File: src/rtl/booth_pkg.sv
package booth_pkg;
   // Action chosen from the two lowest bits of the working register.
   typedef enum logic [1:0] {
      BOOTH_HOLD = 2'b00,
      BOOTH_ADD  = 2'b01,
      BOOTH_SUB  = 2'b10
   } booth_op_e;
endpackage

File: src/rtl/booth_recode.sv
module booth_recode
   import booth_pkg::*;
(
   input  logic [1:0] pair_i,
   output booth_op_e  op_o
);
   // 01 -> add, 10 -> subtract, 00/11 -> no change
   always_comb begin
      unique case (pair_i)
         2'b01:   op_o = BOOTH_ADD;
         2'b10:   op_o = BOOTH_SUB;
         default: op_o = BOOTH_HOLD;
      endcase
   end
endmodule

File: src/rtl/booth_addsub.sv
module booth_addsub
   import booth_pkg::*;
#(
   parameter int WIDTH        = 9,
   parameter bit SHARED_ADDER = 1'b1
) (
   input  logic [WIDTH-1:0] acc_i,
   input  logic [WIDTH-1:0] mcand_i,
   input  booth_op_e        op_i,
   output logic [WIDTH-1:0] sum_o
);
   generate
      if (SHARED_ADDER) begin : g_shared
         logic [WIDTH-1:0] operand;
         logic [WIDTH-1:0] carry_in;
         always_comb begin
            unique case (op_i)
               BOOTH_ADD: operand = mcand_i;
               BOOTH_SUB: operand = ~mcand_i;
               default:   operand = '0;
            endcase
            carry_in = {{(WIDTH-1){1'b0}}, (op_i == BOOTH_SUB)};
            sum_o    = acc_i + operand + carry_in;
         end
      end else begin : g_split
         logic [WIDTH-1:0] plus;
         logic [WIDTH-1:0] minus;
         always_comb begin
            plus  = acc_i + mcand_i;
            minus = acc_i - mcand_i;
            unique case (op_i)
               BOOTH_ADD: sum_o = plus;
               BOOTH_SUB: sum_o = minus;
               default:   sum_o = acc_i;
            endcase
         end
      end
   endgenerate
endmodule

File: src/rtl/booth_ctrl.sv
module booth_ctrl #(
   parameter int STEPS = 8
) (
   input  logic clk,
   input  logic rst_n,
   input  logic start_i,
   output logic load_o,
   output logic step_o,
   output logic busy_o,
   output logic done_o
);
   localparam int CNT_W = $clog2(STEPS + 1);

   logic [CNT_W-1:0] cnt_q;
   logic             busy_q;
   logic             done_q;
   logic             last_step;

   assign load_o    = start_i && !busy_q;
   assign step_o    = busy_q;
   assign last_step = (cnt_q == CNT_W'(STEPS - 1));

   always_ff @(posedge clk) begin
      if (!rst_n) begin
         cnt_q  <= '0;
         busy_q <= 1'b0;
         done_q <= 1'b0;
      end else begin
         done_q <= 1'b0;
         if (busy_q) begin
            cnt_q <= cnt_q + 1'b1;
            if (last_step) begin
               busy_q <= 1'b0;
               done_q <= 1'b1;
            end
         end else if (load_o) begin
            cnt_q  <= '0;
            busy_q <= 1'b1;
         end
      end
   end

   assign busy_o = busy_q;
   assign done_o = done_q;
endmodule

File: src/rtl/booth_seq_mul.sv
module booth_seq_mul
   import booth_pkg::*;
#(
   parameter int OP_W         = 8,
   parameter bit SHARED_ADDER = 1'b1
) (
   input  logic                clk,
   input  logic                rst_n,
   input  logic                start_i,
   input  logic [OP_W-1:0]     multiplicand_i,
   input  logic [OP_W-1:0]     multiplier_i,
   output logic                busy_o,
   output logic                done_o,
   output logic [2*OP_W-1:0]   product_o
);
   localparam int HALF_W = OP_W + 1;      // guard bit + upper half
   localparam int WORK_W = 2 * OP_W + 2;  // guard + product + recoding bit

   generate
      if (OP_W < 2 || OP_W > 30) begin : g_bad_width
         $error("booth_seq_mul: OP_W must lie in 2..30");
      end
   endgenerate

   logic              load;
   logic              step;
   logic [HALF_W-1:0] mcand_q;
   logic [WORK_W-1:0] work_q;
   logic [HALF_W-1:0] upper;
   logic [HALF_W-1:0] sum;
   booth_op_e         op;

   booth_ctrl #(.STEPS(OP_W)) u_ctrl (
      .clk     (clk),
      .rst_n   (rst_n),
      .start_i (start_i),
      .load_o  (load),
      .step_o  (step),
      .busy_o  (busy_o),
      .done_o  (done_o)
   );

   booth_recode u_recode (
      .pair_i (work_q[1:0]),
      .op_o   (op)
   );

   assign upper = work_q[WORK_W-1:OP_W+1];

   booth_addsub #(.WIDTH(HALF_W), .SHARED_ADDER(SHARED_ADDER)) u_addsub (
      .acc_i   (upper),
      .mcand_i (mcand_q),
      .op_i    (op),
      .sum_o   (sum)
   );

   always_ff @(posedge clk) begin
      if (!rst_n) begin
         mcand_q <= '0;
         work_q  <= '0;
      end else if (step) begin
         // arithmetic right shift of the updated register
         work_q <= {sum[HALF_W-1], sum, work_q[OP_W:1]};
      end else if (load) begin
         mcand_q <= {multiplicand_i[OP_W-1], multiplicand_i};
         work_q  <= {{HALF_W{1'b0}}, multiplier_i, 1'b0};
      end
   end

   assign product_o = work_q[2*OP_W:1];
endmodule

File: config.mk
export PLATFORM = sky130hd
export DESIGN_NAME = booth_seq_mul
export DESIGN_NICKNAME = d
export VERILOG_FILES = /design/src/rtl/booth_pkg.sv /design/src/rtl/booth_recode.sv /design/src/rtl/booth_addsub.sv /design/src/rtl/booth_ctrl.sv /design/src/rtl/booth_seq_mul.sv
export SDC_FILE = /design/constraint.sdc
export NUM_CORES = 1
export LEC_CHECK = 0
export BUFFER_PORTS_ARGS = -buffer_cell sky130_fd_sc_hd__clkbuf_2
export CAP_MARGIN = 20
export CELL_PAD_IN_SITES_DETAIL_PLACEMENT = 1
export CELL_PAD_IN_SITES_GLOBAL_PLACEMENT = 1
export CORE_MARGIN = 2
export CORE_UTILIZATION = 41
export CTS_BUF_LIST = sky130_fd_sc_hd__clkbuf_8
export DETAILED_ROUTE_END_ITERATION = 8
export PLACE_DENSITY = 0.84
export SLEW_MARGIN = 10
export SYNTH_ARGS = -nofsm -noshare
export SYNTH_HDL_FRONTEND = slang
export SYNTH_SLANG_ARGS = --single-unit
File: constraint.sdc
create_clock -name clk -period 3.6 [get_ports clk]
set_clock_uncertainty 0.15 [all_clocks]
set_input_delay 0 -clock clk [delete_from_list [all_inputs] [get_ports clk]]
set_output_delay 0 -clock clk [all_outputs]
set_load 0.005 [all_outputs]
### After elaboration in Yosys (flattened, before gate mapping)

Cells that the tools add are included.

| word-level totals | value |
|---|---|
| register bits after elaboration | 32 |
| input bits | 19 |
| output and inout port bits | 18 |
| word-level logic and storage cells | 30 |

| operators by class | value |
|---|---|
| add/sub/neg operators | 3 |
| eq/ne operators | 5 |
| mux-type cells | 10 |
| bitwise gates (word level) | 2 |
| reductions and logical operators | 5 |

Operators with widths:

| kind | count |
|---|---|
| two-way mux 18 bit | 2 |
| case mux 9 bit (2 select lines) | 1 |
| adder 9 x 1 -> 9 bit | 1 |
| adder 9 bit | 1 |
| inverter 9 bit | 1 |
| two-way mux 4 bit | 2 |
| adder 4 x 1 -> 4 bit (second input constant) | 1 |
| equality test 2 x 1 -> 1 bit (second input constant) | 2 |
| equality test 2 bit (second input constant) | 2 |
| equality test 4 x 3 -> 1 bit (second input constant) | 1 |
| two-way mux 1 bit | 4 |
| case mux 2 bit (2 select lines) | 1 |
| AND reduction 2 bit | 2 |
| nonzero test 2 bit | 1 |
| logical AND 1 bit | 1 |
| zero test 1 bit | 1 |
| inverter 1 bit | 1 |

### Longest topological paths before layout

| depth | value |
|---|---|
| word-level depth | 7 |
| depth in mapped cells | 10 |

### By module

From an unflattened synthesis, not the netlist that was laid out.

| unflattened totals | value |
|---|---|
| cells, all modules | 215 |
| area total of the unflattened synthesis | 1960.6 µm² |

Modules (own cells, without submodules):

| module | times used | cells each | area each (µm²) | seq. area each (µm²) |
|---|---|---|---|---|
| booth_seq_mul | 1 | 118 | 1159.9 | 500.5 |
| booth_addsub | 1 | 64 | 500.5 | 0.0 |
| booth_ctrl | 1 | 31 | 285.3 | 120.1 |
| booth_recode | 1 | 2 | 15.0 | 0.0 |

### Worst setup path before layout

OpenSTA, ideal clock, no wires.

| path | value |
|---|---|
| kind | reg-to-reg |
| start point | reg work_q[1] |
| end point | reg work_q[14] |
| setup time | 0.120 ns |
| data arrival time | 2.342 ns |
| slack | 0.988 ns |
| stages on the path, launching flop included | 10 |
| path buffers | 1 |
| period minus slack after synthesis | 2.612 ns |
| cell sequence | dfxtp_1 nor2b_1 clkbuf_1 a21oi_1 fa_1 fa_1 nand2b_1 o2bb2ai_1 o211a_1 a211o_1 |

| on the way | value |
|---|---|
| word-level cells in the longest chain between the ends | 7 |
| elaborated cells between the ends (all ways) | 9 |
| those cells by class | add/sub (2); eq/ne (4); mux (3) |

Ends and longest elaborated chain:

| what | RTL line | source |
|---|---|---|
| start: declaration | booth_seq_mul.sv:28 | `logic [WORK_W-1:0] work_q;` |
| start signal: assignment | booth_seq_mul.sv:63 | `work_q <= {sum[HALF_W-1], sum, work_q[OP_W:1]};` |
| start signal: assignment | booth_seq_mul.sv:66 | `work_q <= {{HALF_W{1'b0}}, multiplier_i, 1'b0};` |
| equality test 2 bit or equality test 2 x 1 -> 1 bit (tied branches) | booth_recode.sv:9 | `unique case (pair_i)` |
| case mux 2 bit (2 select lines) * | booth_recode.sv:9 |  |
| equality test 2 bit or equality test 2 x 1 -> 1 bit (tied branches) | booth_addsub.sv:17, booth_addsub.sv:22 |  |
| case mux 9 bit (2 select lines) | booth_addsub.sv:17 | `unique case (op_i)` |
| adder 9 bit | booth_addsub.sv:23 | `sum_o = acc_i + operand + carry_in;` |
| adder 9 x 1 -> 9 bit * | booth_addsub.sv:23 |  |
| two-way mux 18 bit * | booth_seq_mul.sv:61 | `end else if (step) begin` |

Every way passes the cells marked *; elsewhere a longest branch is shown, timed or not.
A chain may end at the register's enable or synchronous reset.

### Worst setup path after layout

| path | value |
|---|---|
| start point | reg work_q[0] |
| end point | reg work_q[14] |

Same word-level chain as after synthesis.

==> tab_implementation.tex <==
\begin{tabular}{lr}
\hline
Metric & Value \\
\hline
\multicolumn{2}{l}{\textbf{Pwr}} \\
\quad Power density normalized to cell area & 374 nW/um2 \\
\quad Cell leakage power & 0.952 nW \\
\quad Overall Power & 0.000813 W \\
\quad Peak VDD IR & 0.244 mV \\
\multicolumn{2}{l}{\textbf{Place}} \\
\quad IO Port Bufs & 36 \\
\quad Worst slack at placement & 711 ps \\
\quad Final Wtd Congestion & 0.817 \\
\quad Final HPWL DP & 3120 um \\
\quad Number of cells after detailed placement & 281 \\
\multicolumn{2}{l}{\textbf{STA}} \\
\quad Total negative slack for setup checks & 0 ps \\
\quad Final min period & 2880 ps \\
\quad Setup violations, final & 0 \\
\quad RSZ-0062 raised after global routing & no \\
\quad Final setup margin & 723 ps \\
\quad Number of failing hold endpoints at the final stage & 0 \\
\quad Worst slew margin & 39.9\% \\
\quad Number of max-slew violations in the final report & 0 \\
\quad Slew at the pin closest to its max-slew limit & 900 ps \\
\quad Final critical-path share of the clock period & 79.9\% \\
\quad Max Fclk & 348 MHz \\
\multicolumn{2}{l}{\textbf{Clocking}} \\
\quad Number of buffers on the longest clock path & 2 \\
\quad Clock insertion delay at the later pin of the skew report & 290 ps \\
\quad CTS H-tree lvls & 2 \\
\quad Clock tree from TritonCTS & done \\
\quad Hold-fix buffers, CTS & 17 \\
\quad Buffer cell driving the clock tree root & clkbuf\_8 \\
\quad Resize count post-CTS & 0 \\
\quad Clk sink count & 31 \\
\quad Clock slew at the register clock pins of the worst setup and hold paths & 70 ps \\
\quad TritonCTS buffer count & 5 \\
\quad Number of setup buffers added after CTS & 0 \\
\multicolumn{2}{l}{\textbf{Routing}} \\
\quad Via count & 1631 \\
\quad Final wirelength & 4880 um \\
\quad Via/cell ratio & 5.33 \\
\quad 1st-iter DRT viols & 107 \\
\quad Detail-routed net length per standard cell & 16.0 um \\
\quad Number of remaining DRC errors & 0 \\
\quad Number of search-and-repair iterations in the first detailed-routing pass & 4 \\
\quad Final ANT Viol Nets & 0 \\
\multicolumn{2}{l}{\textbf{Die}} \\
\quad Overall die height & 68.5 um \\
\quad FP Rows & 23 \\
\quad Width of the die & 68.5 um \\
\quad Die Outline Area & 4690 um2 \\
\quad Total core area & 4000 um2 \\
\quad Initial Utilization & 42.6\% \\
\quad I/O Pins & 37 \\
\multicolumn{2}{l}{\textbf{GRT}} \\
\quad Wire length of the first global-routing pass & 7510 um \\
\quad Overall global routing resource usage & 22.2\% \\
\quad Largest net degree at the start of global routing & 35 \\
\quad Number of antenna violations at the first check in global routing & 0 \\
\quad Total gr overflow & 0 \\
\quad Number of global-route vias before repair & 1608 \\
\multicolumn{2}{l}{\textbf{Yosys}} \\
\quad EDFF count, synth & 0 \\
\quad Synthesized-area fraction occupied by adder cells & 8.22\% \\
\quad Xor/xnor cell area share of the yosys netlist & 1.54\% \\
\quad Netlist cell types & 41 \\
\quad Seq/Total Area, Yosys & 36.4\% \\
\quad Cell type with the highest aggregate area in the netlist & dfxtp\_1 \\
\quad Top-area cell type share of the netlist area & 36.4\% \\
\quad Compound-cell area share of the yosys netlist & 18.4\% \\
\quad Multiplexer share of the synthesized area & 9.40\% \\
\quad Number of warnings issued by yosys & 0 \\
\quad Dominant combinational cell family by area after synthesis & simple AND/OR/NAND/NOR gates \\
\quad Most frequent cells after synthesis & nor2\_1, dfxtp\_1, a21oi\_1 \\
\quad Most used DFF post-synth & dfxtp\_1 \\
\quad Combined area of all synthesized cells & 1700 um2 \\
\quad Mapped Avg Cell Area & 8.27 um2 \\
\quad Proportion of synthesized flip-flops having asynchronous set or reset & 0\% \\
\quad Post-Synthesis Net Count & 235 \\
\quad Post-synthesis cell count & 206 \\
\quad Cells taking the most area after synthesis & dfxtp\_1, mux2i\_1, nor2\_1 \\
\quad Yosys reg bits & 31 \\
\quad Most common cell in the netlist & nor2\_1 \\
\quad Simple-gate portion of the synthesized area & 21.6\% \\
\multicolumn{2}{l}{\textbf{Critical path}} \\
\quad Delay of the slowest critical-path stage & 430 ps \\
\quad Data required, critical path & 3630 ps \\
\quad Worst flop-to-flop path startpoint & work\_q[0] \\
\quad CP max FO & 8 \\
\quad Family with the most delay on the worst path & compound AO/OA/AOI/OAI gates \\
\quad Startpoint type of the worst setup path & flop \\
\quad Critical path buffer and inverter count & 0 \\
\quad List of cells traversed by the critical path & nor2b\_1 > a21oi\_1 > fa\_1 > fa\_1 > nand2b\_1 > o2bb2ai\_1 > o211a\_1 > a211o\_1 \\
\quad WP depth & 8 \\
\quad Endpoint arrival time on the critical path & 2910 ps \\
\quad Critical-path top delay cell & fa\_1 \\
\quad Type of destination of the critical path & flop \\
\quad Worst-case reg-to-reg path depth & 8 \\
\quad Worst path most repeated cell & fa\_1 \\
\quad Critical path type & flop to flop \\
\quad Launching instance or port of the critical path & work\_q[0] \\
\multicolumn{2}{l}{\textbf{Final layout}} \\
\quad Post-route insts no fill & 306 \\
\quad Fillers & 492 \\
\quad Layout-stage area growth over the synthesis result & 27.4\% \\
\quad Fraction of layout cells with a size suffix above 1 & 18.0\% \\
\quad Total inserted antenna cells & 0 \\
\quad Post-layout net count & 284 \\
\multicolumn{2}{l}{\textbf{Run}} \\
\quad Maximum Capacitance Violations & 0 \\
\multicolumn{2}{l}{\textbf{Hold path}} \\
\quad Depth of the worst hold-timing path & 3 \\
\quad Class of the tightest hold or removal check & input pin to flop \\
\quad Launch point of the worst hold path & start\_i \\
\multicolumn{2}{l}{\textbf{Status}} \\
\quad Status & finished clean \\
\hline
\end{tabular}
==> routing by layer <==
| metal | up-vias | share of wire [%] | track usage [%] |
|---|---|---|---|
| li1 | 814 | - | - |
| met1 | 773 | 44 | 26.4 |
| met2 | 34 | 49 | 36.5 |
| met3 | 10 | 4.5 | 7.73 |
| met4 | 0 | 1.8 | 8.50 |
| met5 | - | 0 | 0 |
==> report_power, final <==
group,leakage (nW),internal [W],switching (W),total [W]
combinational,0.643,0.0000611,0.0000704,0.000131
sequential,0.253,0.000360,0.0000157,0.000375
clock,0.0557,0.000171,0.000135,0.000306
==> area by class of cell <==
type | instances | area, um2 | area share, %
Multi-Input combinational cell | 157 | 1010 | 46.4
Tap cell | 50 | 62.6 | 2.88
Inverter | 6 | 22.5 | 1.04
Sequential cell | 31 | 621 | 28.6
Clock buffer | 7 | 96.3 | 4.44
Timing Repair Buffer | 54 | 358 | 16.5
Clock inverter | 1 | 3.75 | 0.173
==> worst paths after layout <==
path | endpoint | slack [ps]
worst max-delay path | work_q[14] | 720
worst min-delay path | work_q[9] | 240
worst max register to register | work_q[14] | 720
worst min register to register | u_ctrl.done_o | 330
==> worst reg2reg max path, cell delays in order, from the launching register on <==
cell       delay [ps]
dfxtp_1           340
nor2b_1           420
a21oi_1           150
fa_1              430
fa_1              400
nand2b_1          180
o2bb2ai_1         200
o211a_1           250
a211o_1           250
==> logic make-up after synthesis <==
family / count (synthesis)
flip-flops: 31
AO/OA/AOI/OAI: 51
buffers and inverters: 18
XOR/XNOR: 3
AND/OR/NAND/NOR: 77
adder cells (fa/ha/maj): 10
multiplexers: 16
==> state kept, by name (all words and copies together), names as in the netlist <==
name           flops
work_q            17
u_ctrl.done_o      1
mcand_q            8
u_ctrl.cnt_q       4
u_ctrl.busy_o      1
==> metrics by stage <==
stage	hold slack [ps]	area, um2	util (%)
6_report	244	2170	54.3
5_1_grt	290	2170	54.3
4_1_cts	235	2170	54.3
3_5_place_dp	97.8	1900	47.5
3_3_place_gp	89.7	1900	47.5
2_1_floorplan	-2.77	1700	-
==> layout by cell type, fill, tap and decap left out, drive strengths merged, types with 2 or more instances in the layout <==
cell,count
nor2b,6
clkbuf,43
nand2,13
nand2b,4
o21ai,16
xnor2,2
nor2,36
nor3,3
dfxtp,31
ha,8
fa,2
a21oi,18
nand3b,4
dlygate4sd3,17
a211oi,5
mux2i,16
nor3b,3
inv,6
nand3,2
(Power assumes the default switching activity.)
